`src/rtl/tsc_pkg.sv`:
```
package tsc_pkg;

  typedef enum logic {
    EDGE_FALL = 1'b0,
    EDGE_RISE = 1'b1
  } edge_dir_e;

  typedef enum logic {
    SRC_RAW  = 1'b0,
    SRC_FILT = 1'b1
  } src_id_e;

endpackage

```
`src/rtl/tsc_rst_sync.sv`:
```
module tsc_rst_sync #(
  parameter int STAGES = 2
) (
  input  logic clk,
  input  logic arst_n,
  output logic rst_n_o
);

  logic [STAGES-1:0] chain_q;
  logic [STAGES-1:0] chain_d;

  always_comb begin
    chain_d = {chain_q[STAGES-2:0], 1'b1};
  end

  always_ff @(posedge clk or negedge arst_n) begin
    if (!arst_n) chain_q <= '0;
    else         chain_q <= chain_d;
  end

  assign rst_n_o = chain_q[STAGES-1];

endmodule

```
`src/rtl/tsc_sync.sv`:
```
module tsc_sync #(
  parameter int WIDTH  = 2,
  parameter int STAGES = 2
) (
  input  logic             clk,
  input  logic             rst_n,
  input  logic [WIDTH-1:0] d_i,
  output logic [WIDTH-1:0] q_o
);

  for (genvar b = 0; b < WIDTH; b++) begin : g_bit
    logic [STAGES-1:0] stg_q;
    logic [STAGES-1:0] stg_d;

    always_comb begin
      stg_d = {stg_q[STAGES-2:0], d_i[b]};
    end

    always_ff @(posedge clk or negedge rst_n) begin
      if (!rst_n) stg_q <= '0;
      else        stg_q <= stg_d;
    end

    assign q_o[b] = stg_q[STAGES-1];
  end

endmodule

```
`src/rtl/tsc_filter.sv`:
```
module tsc_filter #(
  parameter int TAPS = 4
) (
  input  logic clk,
  input  logic rst_n,
  input  logic din_i,
  output logic dout_o
);

  localparam int HW = TAPS - 1;

  logic [HW-1:0]   hist_q, hist_d;
  logic [TAPS-1:0] window;
  logic            out_q, out_d;
  logic            all_hi, all_lo;

  assign window = {din_i, hist_q};
  assign all_hi = &window;
  assign all_lo = ~|window;

  always_comb begin
    hist_d = {hist_q[HW-2:0], din_i};
    out_d  = out_q;
    if (all_hi)      out_d = 1'b1;
    else if (all_lo) out_d = 1'b0;
  end

  always_ff @(posedge clk or negedge rst_n) begin
    if (!rst_n) begin
      hist_q <= '0;
      out_q  <= 1'b0;
    end else begin
      hist_q <= hist_d;
      out_q  <= out_d;
    end
  end

  assign dout_o = out_q;

  AST_FILT_AGREE_HI: assert property (@(posedge clk) disable iff (!rst_n)
    (&window) |=> dout_o);
  AST_FILT_AGREE_LO: assert property (@(posedge clk) disable iff (!rst_n)
    (window == '0) |=> !dout_o);
  AST_FILT_MIXED_HOLD: assert property (@(posedge clk) disable iff (!rst_n)
    (!(&window) && (window != '0)) |=> $stable(dout_o));

endmodule

```
`src/rtl/tsc_edge.sv`:
```
module tsc_edge
  import tsc_pkg::*;
(
  input  logic clk,
  input  logic rst_n,
  input  logic level_i,
  input  logic dir_i,
  output logic hit_o
);

  logic prev_q;
  logic dir_q;
  logic rise, fall, dir_flip;

  assign rise     = level_i & ~prev_q;
  assign fall     = ~level_i & prev_q;
  assign dir_flip = dir_i ^ dir_q;

  always_comb begin
    hit_o = 1'b0;
    if (!dir_flip) hit_o = (edge_dir_e'(dir_i) == EDGE_RISE) ? rise : fall;
  end

  always_ff @(posedge clk or negedge rst_n) begin
    if (!rst_n) begin
      prev_q <= 1'b0;
      dir_q  <= 1'b1;
    end else begin
      prev_q <= level_i;
      dir_q  <= dir_i;
    end
  end

  AST_HIT_NEEDS_TRANSITION: assert property (@(posedge clk) disable iff (!rst_n)
    hit_o |-> (level_i != prev_q) && (level_i == dir_i));

endmodule

```
`src/rtl/tsc_capture.sv`:
```
module tsc_capture
  import tsc_pkg::*;
#(
  parameter int CNT_W       = 16,
  parameter int SYNC_STAGES = 2,
  parameter int FILT_TAPS   = 4
) (
  input  logic             clk,
  input  logic             rst_n,
  input  logic [CNT_W-1:0] count_i,
  input  logic             src_a_i,
  input  logic             src_b_i,
  input  logic             src_sel_i,
  input  logic             edge_sel_i,
  input  logic             filt_en_i,
  input  logic             irq_en_i,
  input  logic             flag_clr_i,
  output logic [CNT_W-1:0] cap_value_o,
  output logic             flag_o,
  output logic             irq_o
);

  localparam int NSRC = 2;

  logic            rst_s_n;
  logic [NSRC-1:0] raw_s;
  logic            filt_b;
  logic            level;
  logic            hit;
  logic [CNT_W-1:0] cap_q, cap_d;
  logic            flag_q, flag_d;

  tsc_rst_sync #(.STAGES(2)) i_rst_sync (
    .clk     (clk),
    .arst_n  (rst_n),
    .rst_n_o (rst_s_n)
  );

  tsc_sync #(.WIDTH(NSRC), .STAGES(SYNC_STAGES)) i_sync (
    .clk   (clk),
    .rst_n (rst_s_n),
    .d_i   ({src_b_i, src_a_i}),
    .q_o   (raw_s)
  );

  tsc_filter #(.TAPS(FILT_TAPS)) i_filter (
    .clk    (clk),
    .rst_n  (rst_s_n),
    .din_i  (raw_s[1]),
    .dout_o (filt_b)
  );

  // The filter only ever sits on the second source.
  always_comb begin
    if (src_id_e'(src_sel_i) == SRC_FILT) level = filt_en_i ? filt_b : raw_s[1];
    else                                  level = raw_s[0];
  end

  tsc_edge i_edge (
    .clk     (clk),
    .rst_n   (rst_s_n),
    .level_i (level),
    .dir_i   (edge_sel_i),
    .hit_o   (hit)
  );

  always_comb begin
    cap_d  = cap_q;
    flag_d = flag_q;
    if (flag_clr_i) flag_d = 1'b0;
    if (hit) begin
      cap_d  = count_i;
      flag_d = 1'b1;
    end
  end

  always_ff @(posedge clk or negedge rst_s_n) begin
    if (!rst_s_n) begin
      cap_q  <= '0;
      flag_q <= 1'b0;
    end else begin
      cap_q  <= cap_d;
      flag_q <= flag_d;
    end
  end

  assign cap_value_o = cap_q;
  assign flag_o      = flag_q;
  assign irq_o       = flag_q & irq_en_i;

  AST_CAP_TAKES_COUNT: assert property (@(posedge clk) disable iff (!rst_s_n)
    hit |=> cap_value_o == $past(count_i));
  AST_CAP_HOLDS_IDLE: assert property (@(posedge clk) disable iff (!rst_s_n)
    !hit |=> $stable(cap_value_o));
  AST_EVENT_BEATS_CLEAR: assert property (@(posedge clk) disable iff (!rst_s_n)
    hit |=> flag_o);
  AST_CLEAR_WORKS: assert property (@(posedge clk) disable iff (!rst_s_n)
    (flag_clr_i && !hit) |=> !flag_o);

endmodule

```
`config.mk`:
```
export PLATFORM = sky130hd
export DESIGN_NAME = tsc_capture
export DESIGN_NICKNAME = d
export VERILOG_FILES = /design/src/rtl/tsc_pkg.sv /design/src/rtl/tsc_rst_sync.sv /design/src/rtl/tsc_sync.sv /design/src/rtl/tsc_filter.sv /design/src/rtl/tsc_edge.sv /design/src/rtl/tsc_capture.sv
export SDC_FILE = /design/constraint.sdc
export NUM_CORES = 1
export LEC_CHECK = 0
export BUFFER_PORTS_ARGS = -buffer_cell sky130_fd_sc_hd__buf_2
export CAP_MARGIN = 20
export CORE_ASPECT_RATIO = 0.8
export CORE_MARGIN = 4
export CORE_UTILIZATION = 46
export DETAILED_ROUTE_END_ITERATION = 6
export GPL_TIMING_DRIVEN = 0
export PLACE_DENSITY = 0.79
export SYNTH_ARGS = -nofsm -noshare
export SYNTH_HDL_FRONTEND = slang
export SYNTH_SLANG_ARGS = --single-unit
```
`constraint.sdc`:
```
create_clock -name clk -period 1.3 [get_ports clk]
set_clock_uncertainty 0.2 [all_clocks]
set_input_delay 0.065 -clock clk [delete_from_list [all_inputs] [get_ports clk]]
set_output_delay 0.065 -clock clk [all_outputs]
set_load 0.02 [all_outputs]
```
==> qor_table.md, run 1 <==
| Metric | This run |
| --- | --- |
| Outcome | finished, violations left |
| Violations in the final reports | negative hold slack, negative setup slack |
| Routed Antenna Nets | 0 |
| Number of warnings reported in the yosys synthesis log | 0 |
| Met3 Resource Use GR | 0.06813 |
| Setup repair after global routing missed its margin | yes |
| CTS HTree Levels | 2 |
| Pins Over Slew Limit | 0 |
| Shortest period the worst path allows | 1.895 ns |
| Starting Density | 0.4923 |
| Leakage power of the design | 0.8588 nW |
| GR Layer Usage met2 | 0.3000 |
| Number of register bits inferred by synthesis | 29 |
| Via density | 4.713 |
| TritonCTS Buffers | 5 |
| Portion of the post-synthesis area used by sequential elements | 0.6725 |
| Area fraction in and, or, nand and nor cells after synthesis | 0.04514 |
| Drt pass-1 iters | 4 |
| Biggest fanout along the worst timing path | 10 |
| Synth Area in XOR/XNOR | 0 |
| Total global routing track utilization | 0.1666 |
| Main flop type after synthesis | dfrtp_1 |
| Number of enable-type register cells in the synthesized netlist | 0 |
| Mapped Nets | 90 |
| Gate Count Post-Synth | 65 |
| Worst reg-to-reg setup slack | -0.59 ns |
| Vias after detailed routing | 787 |
| Overall die height | 51.36 um |
| Source-to-sink clock delay at the later pin of the worst-skew pair | 0.31 ns |
| Path category of the worst min-delay check | in2reg |
| Number of nets in the layout | 166 |
| Clock transition at the registers of the reported paths | 0.09 ns |
| Power Density | 1529 nW/um2 |
| Quantity of I/O buffers inserted on ports | 42 |
| Portion of the clock cycle consumed by the worst path in the final layout | 1.457 |
| Global placer's final weighted congestion | 0.6476 |
| Hold slack final | -0.3307 ns |
| Post-Synthesis Cell Area | 1081 um2 |
| Maximum number of buffers from clock root to sink | 2 |
| Worst Setup End Kind | flop |
| Post-DP HPWL | 1460 um |
| Share of flip-flops with an asynchronous set or reset after synthesis | 1.000 |
| DRC | 0 |
| First-pass GRT wire length | 4015 um |
| Die outline area | 3195 um2 |
| Routed wire length | 2441 um |
| Met1 layer usage reported by global route | 0.1735 |
| Placed cell area | 1323 um2 |
| Vias in the first global route | 890 |
| Max-cap violations | 0 |
| Maximum number of pins on one net before global-route repair | 28 |
| Setup-violating endpoint count in the final report | 17 |
| Mux cell area share after synthesis | 0.2072 |
| Detailed Route Iter0 Violations | 26 |
| Crit start category | flop |
| I/O pin count | 43 |
| Standard-cell row count | 15 |
| Compound-Gate Fraction of Synth Area | 0.03588 |
| Post-synthesis share of cell area spent on full adders, half adders and majority gates | 0 |
| Worst path required time | 1.30 ns |
| Worst vdd ir | 1125 uV |
| Main combinational cell family by area after synthesis | multiplexers |
| Average wire per standard cell | 14.62 um |
| Crit path setup slack, layout | -0.5946 ns |
| Highest-utilization routing layer at the global route stage | met2 |
| Core ar. | 2196 um2 |
| Fin area | 1697 um2 |
| Fill cells | 138 |
| Clock root buffer | clkbuf_4 |
| Number of clock sinks | 29 |
| Antenna violations before repair | 0 |
| Unique masters post-synth | 19 |
| Synth Area per Inst | 16.63 um2 |
| Kind of critical path | reg2reg |
| Clock tree from TritonCTS | built |
| Horizontal die dimension | 62.20 um |
| Layout overhead on the synthesized area | 56.94% |
| Diodes inserted | 0 |
| Worst Setup Slack post-DPL | -0.6598 ns |
| Peak Freq | 527.8 MHz |
| Data arrival time of the worst path | 1.90 ns |
| Grt total ovfl | 0 |
| Share of post-route cells with drive strength above 1 | 0.5352 |
| Final Hold Vio Count | 2 |
-- cell usage in the layout (no fill, tap or decap), types with 2 or more instances in the layout --
cell / count
a31oi_1: 2
buf_12: 2
buf_2: 40
buf_4: 4
clkbuf_4: 5
clkbuf_8: 2
dfrtp_1: 28
dlygate4sd3_1: 23
inv_1: 2
mux2_2: 7
mux2_4: 9
nor2_1: 3
-- cell usage after synthesis (2+ instances only) --
master	number	share of area
inv_1	2	0.0069
a31oi_1	2	0.012
mux2_4	9	0.13
a21oi_1	2	0.0093
nor2_1	3	0.010
mux2_2	7	0.073
dfrtp_1	28	0.65
-- metrics by stage --
| stage | power [mW] | utilization | hold slack (ns) | instances | TNS [ns] |
|---|---|---|---|---|---|
| 2_1_floorplan | 1.646 | - | -0.4306 | 65 | -8.106 |
| 3_3_place_gp | 1.873 | 0.6023 | -0.3491 | 132 | -8.817 |
| 3_5_place_dp | 1.906 | 0.6023 | -0.3473 | 132 | -11.56 |
| 4_1_cts | 2.588 | 0.7487 | -0.3521 | 164 | -11.77 |
| 5_1_grt | 2.741 | 0.7727 | -0.3548 | 167 | -10.27 |
| 6_report | 2.594 | 0.7727 | -0.3307 | 167 | -9.423 |
-- worst paths after layout --
kind / startpoint / end / cells past startpoint
worst max-delay path: i_edge.dir_q / cap_value_o[10] / 5
worst min-delay path: edge_sel_i / i_edge.dir_q / 1
worst max register to register: i_edge.dir_q / cap_value_o[10] / 5
worst min register to register: i_rst_sync.chain_q[1] / i_edge.dir_q / 0
max in group asynchronous: i_rst_sync.chain_q[1] / cap_value_o[10] / 1
min in group asynchronous: i_rst_sync.chain_q[1] / i_edge.dir_q / 0
-- area by class of cell --
type                    instances  area [um2]  share of cell area
inverters                       2       7.507            0.004425
plain buffers                   1       20.02             0.01180
well taps                      25       31.28             0.01844
repair buffers                 70       519.2              0.3060
clock inverters                 1       5.005            0.002950
flip-flops and latches         29       726.9              0.4285
multi-input cells              32       321.6              0.1895
clock buffers                   7       65.06             0.03835
-- critical path, cell delays in order (launching register included) --
cell and delay [ns]:
dfstp_2 0.55, and4b_1 0.19, a31oi_1 0.05, o221a_2 0.33, buf_12 0.17, mux2_4 0.30
-- report_power, final --
| part | internal [mW] | switching [mW] |
|---|---|---|
| logic | 0.408 | 0.391 |
| clock network | 0.313 | 0.294 |
| registers | 1.08 | 0.104 |
| total | 1.80 | 0.789 |
-- registers in the layout, indices dropped and copies added (netlist names) --
name	flops
flag_o	1
i_filter.dout_o	1
i_sync.g_bit.stg_q	4
i_edge.prev_q	1
i_filter.hist_q	3
i_rst_sync.chain_q	2
cap_value_o	16
i_edge.dir_q	1
-- kinds of logic (layout without fill, tap and decap cells) --
group	count (synthesis)	in the layout
flops	29	29
other cells	1	1
simple gates	8	8
buf+inv	4	81
mux	17	17
compound gates	6	6
-- repair_timing --
item / in CTS / in global routing
pin swaps: 2 / 4
setup buffers: 2 / 2
hold buffers: 22 / 1
endpoints found under the setup margin: 45 / 19
hold endpoints to repair: 23 / 5
cloned: 0 / 0
resized for setup: 1 / 5
-- per-layer routing --
layer	vias up	wire length, um
li1	379	-
met1	371	1002
met2	35	1207
met3	2	206
met4	0	25
met5	-	0
Note: power is estimated with default switching activity, not from simulation.
==> inputs of run 2 (changes only) <==
Settings changed: ABC_AREA from default to 1, CORE_MARGIN 4 to 2, CORE_UTILIZATION 46 to 47, PLACE_DENSITY 0.79 to 0.8.
==> qor_table.md, run 2 <==
| Metric | This run |
| --- | --- |
| Unique masters post-synth | 18 |
| Fill cells | 140 |
| Clock share of power | 0.204 |
| Worst Setup End Kind | flop |
| First-pass GRT wire length | 4250 um |
| Number of enable-type register cells in the synthesized netlist | 0 |
| Setup-violating endpoint count in the final report | 17 |
| Worst vdd ir | 747.9 uV |
| Sequence of cells on the critical path | nand3b_1 -> nand3_4 -> nand2_4 -> clkbuf_16 -> nand2_2 -> nand2_1 |
| Power share of the sequential group | 0.482 |
| Number of warnings reported in the yosys synthesis log | 0 |
| Total internal power | 1.597 mW |
| Setup repair after global routing missed its margin | yes |
| Layout overhead on the synthesized area | 56.86% |
| Maximum number of pins on one net before global-route repair | 28 |
| Quantity of I/O buffers inserted on ports | 42 |
| Max-cap violations | 0 |
| Slew of the pin with the lowest slew margin | 0.5744 ns |
| Violations in the final reports | design-rule violations, negative hold slack, negative setup slack |
| Diodes inserted | 0 |
| Final Hold Vio Count | 1 |
| Vias in the first global route | 947 |
| Worst path max stage delay | 0.54 ns |
| Synth area leaders | dfrtp_1, nand2_1, nand3_1, nand3_4, dfstp_2 |
| Number of cells in the finished layout apart from fillers | 209 |
| Worst slew margin relative to its limit | 0.6171 |
| Number of flip-flops in the largest register | 16 |
| Die outline area | 2797 um2 |
| Total global routing track utilization | 0.2210 |
| Routed Antenna Nets | 0 |
| Standard-cell row count | 15 |
| Post-DP HPWL | 1592 um |
| Mapped Nets | 132 |
| Highest-count cells in the layout ignoring fill and taps | buf_2, dfrtp_1, nand2_1, dlygate4sd3_1, nand3_1 |
| Most common library cell in the layout ignoring fill and taps | buf_2 |
| Global placer's final weighted congestion | 0.7859 |
| Crit start category | flop |
| Clock root buffer | clkbuf_4 |
| Vias after detailed routing | 1029 |
| Power dissipated by switching net loads | 0.8570 mW |
| Worst path required time | 1.31 ns |
| Critical Path Slowest Stage Cell | dfstp_2 |
| # placed instances | 174 |
| Synth Area per Inst | 10.49 um2 |
| Power Density | 1394 nW/um2 |
| Biggest fanout along the worst timing path | 5 |
| Number of nets in the layout | 208 |
| Gate Count Post-Synth | 107 |
| Main flop type after synthesis | dfrtp_1 |
| Core ar. | 2215 um2 |
| Portion of the post-synthesis area used by sequential elements | 0.6477 |
| Most frequent cell after synthesis | nand2_1 |
| Peak Freq | 685.3 MHz |
| Routed wire length | 3059 um |
| Top-area cell type share of the netlist area | 0.6243 |
| Outcome | finished, violations left |
| Shortest period the worst path allows | 1.459 ns |
| Data arrival time of the worst path | 1.47 ns |
| Hold slack final | -0.1413 ns |
| Most frequent cells after synthesis | nand2_1, dfrtp_1, nand3_1, inv_1 |
| Detailed Route Iter0 Violations | 42 |
| Maximum number of buffers from clock root to sink | 2 |
| CTS HTree Levels | 2 |
| Cell type contributing the most total cell area after synthesis | dfrtp_1 |
| Share of the core filled with cells | 0.7949 |
| Number of clock sinks | 29 |
| Number of register bits inferred by synthesis | 29 |
| Grt total ovfl | 0 |
| TritonCTS Buffers | 5 |
| Average wire per standard cell | 14.64 um |
| Clock transition at the registers of the reported paths | 0.09 ns |
| CTS Hold Buffers Added | 22 |
| Antenna violations before repair | 0 |
| Path category of the worst min-delay check | in2reg |
| DRC | 5 |
| Leakage power of the design | 0.9402 nW |
| Drt pass-1 iters | 6 |
| Via density | 4.923 |
| Pins Over Slew Limit | 0 |
| Post-Synthesis Cell Area | 1122 um2 |
| Clock tree from TritonCTS | built |
| Share of post-route cells with drive strength above 1 | 0.4348 |
| Share of flip-flops with an asynchronous set or reset after synthesis | 1.000 |
| Source-to-sink clock delay at the later pin of the worst-skew pair | 0.32 ns |
| I/O pin count | 43 |
| Fraction of power spent switching nets | 0.3492 |
| Starting Density | 0.5068 |
| Overall die height | 47.71 um |
| Proportion of power drawn by combinational gates | 0.314 |
| Portion of the clock cycle consumed by the worst path in the final layout | 1.122 |
| Kind of critical path | reg2reg |
| Crit path setup slack, layout | -0.1592 ns |
| Horizontal die dimension | 58.64 um |
run 2: logic make-up (layout without fill, tap and decap cells):
group / Yosys count / count (layout) / synth area share
buf+inv: 9 / 86 / 0.04682
flops: 29 / 29 / 0.6477
simple gates: 66 / 66 / 0.2932
compound gates: 2 / 2 / 0.008919
other cells: 1 / 1 / 0.003341
run 2: metrics by stage:
step,hold WS [ns],power [mW],area [um2],setup TNS [ns],setup slack (ns)
2_1_floorplan,-0.4306,1.526,1122,-0.8608,-0.08301
5_1_grt,-0.1444,2.579,1760,-3.002,-0.2026
6_report,-0.1413,2.454,1760,-2.223,-0.1592
3_3_place_gp,-0.3503,1.730,1364,-2.053,-0.1663
4_1_cts,-0.1486,2.323,1664,-1.788,-0.1165
3_5_place_dp,-0.3474,1.754,1364,-3.927,-0.1962
run 2: power by group through the flow:
| stage | Clock (mW) | Combinational, mW | Sequential, mW |
|---|---|---|---|
| floorplan | 0 | 0.214 | 1.31 |
| global placement | 0 | 0.576 | 1.15 |
| detailed placement | 0 | 0.594 | 1.16 |
| CTS | 0.510 | 0.669 | 1.14 |
| global route | 0.553 | 0.826 | 1.20 |
| finish | 0.500 | 0.770 | 1.18 |
run 2: layout make-up:
class                           instances  area [um2]  share of cell area
Sequential cell                        29       728.2              0.4136
Timing Repair Buffer                   69       493.0              0.2800
Multi-Input combinational cell         69       402.9              0.2289
Clock buffer                            8       48.80             0.02772
Buffer                                  3       33.78             0.01919
Tap cell                               25       31.28             0.01777
Inverter                                6       22.52             0.01279
run 2: path summary, 6_finish.rpt:
kind,startpoint,end,slack (ns),cells after the start
max in group asynchronous,rst_n,i_rst_sync.chain_q[1],0.37,3
worst max-delay path,i_edge.dir_q,cap_value_o[14],-0.16,6
worst max register to register,i_edge.dir_q,cap_value_o[14],-0.16,6
worst min-delay path,src_sel_i,i_edge.prev_q,-0.14,3
min in group asynchronous,i_rst_sync.chain_q[1],i_filter.hist_q[0],0.06,0
worst min register to register,i_rst_sync.chain_q[1],i_filter.hist_q[0],0.06,0
run 2: worst max-delay path, delay by kind of cell (launching register included):
kind	cells	cell delay [ns]
flops	1	0.54
simple gates	5	0.43
buf+inv	1	0.17
run 2: repair_timing:
item	CTS	global route
gates resized for setup	2	23
hold endpoints to repair	23	1
buffers inserted	4	0
gates cloned	0	1
endpoints found under the setup margin	43	17
pin swaps	3	5
run 2: metal layers:
metal	track usage	routed length, um	vias to the layer above
met2	0.4067	1649	47
met5	0	0	-
li1	-	-	495
met1	0.2456	1152	476
met4	0.06818	61	0
met3	0.08378	196	11
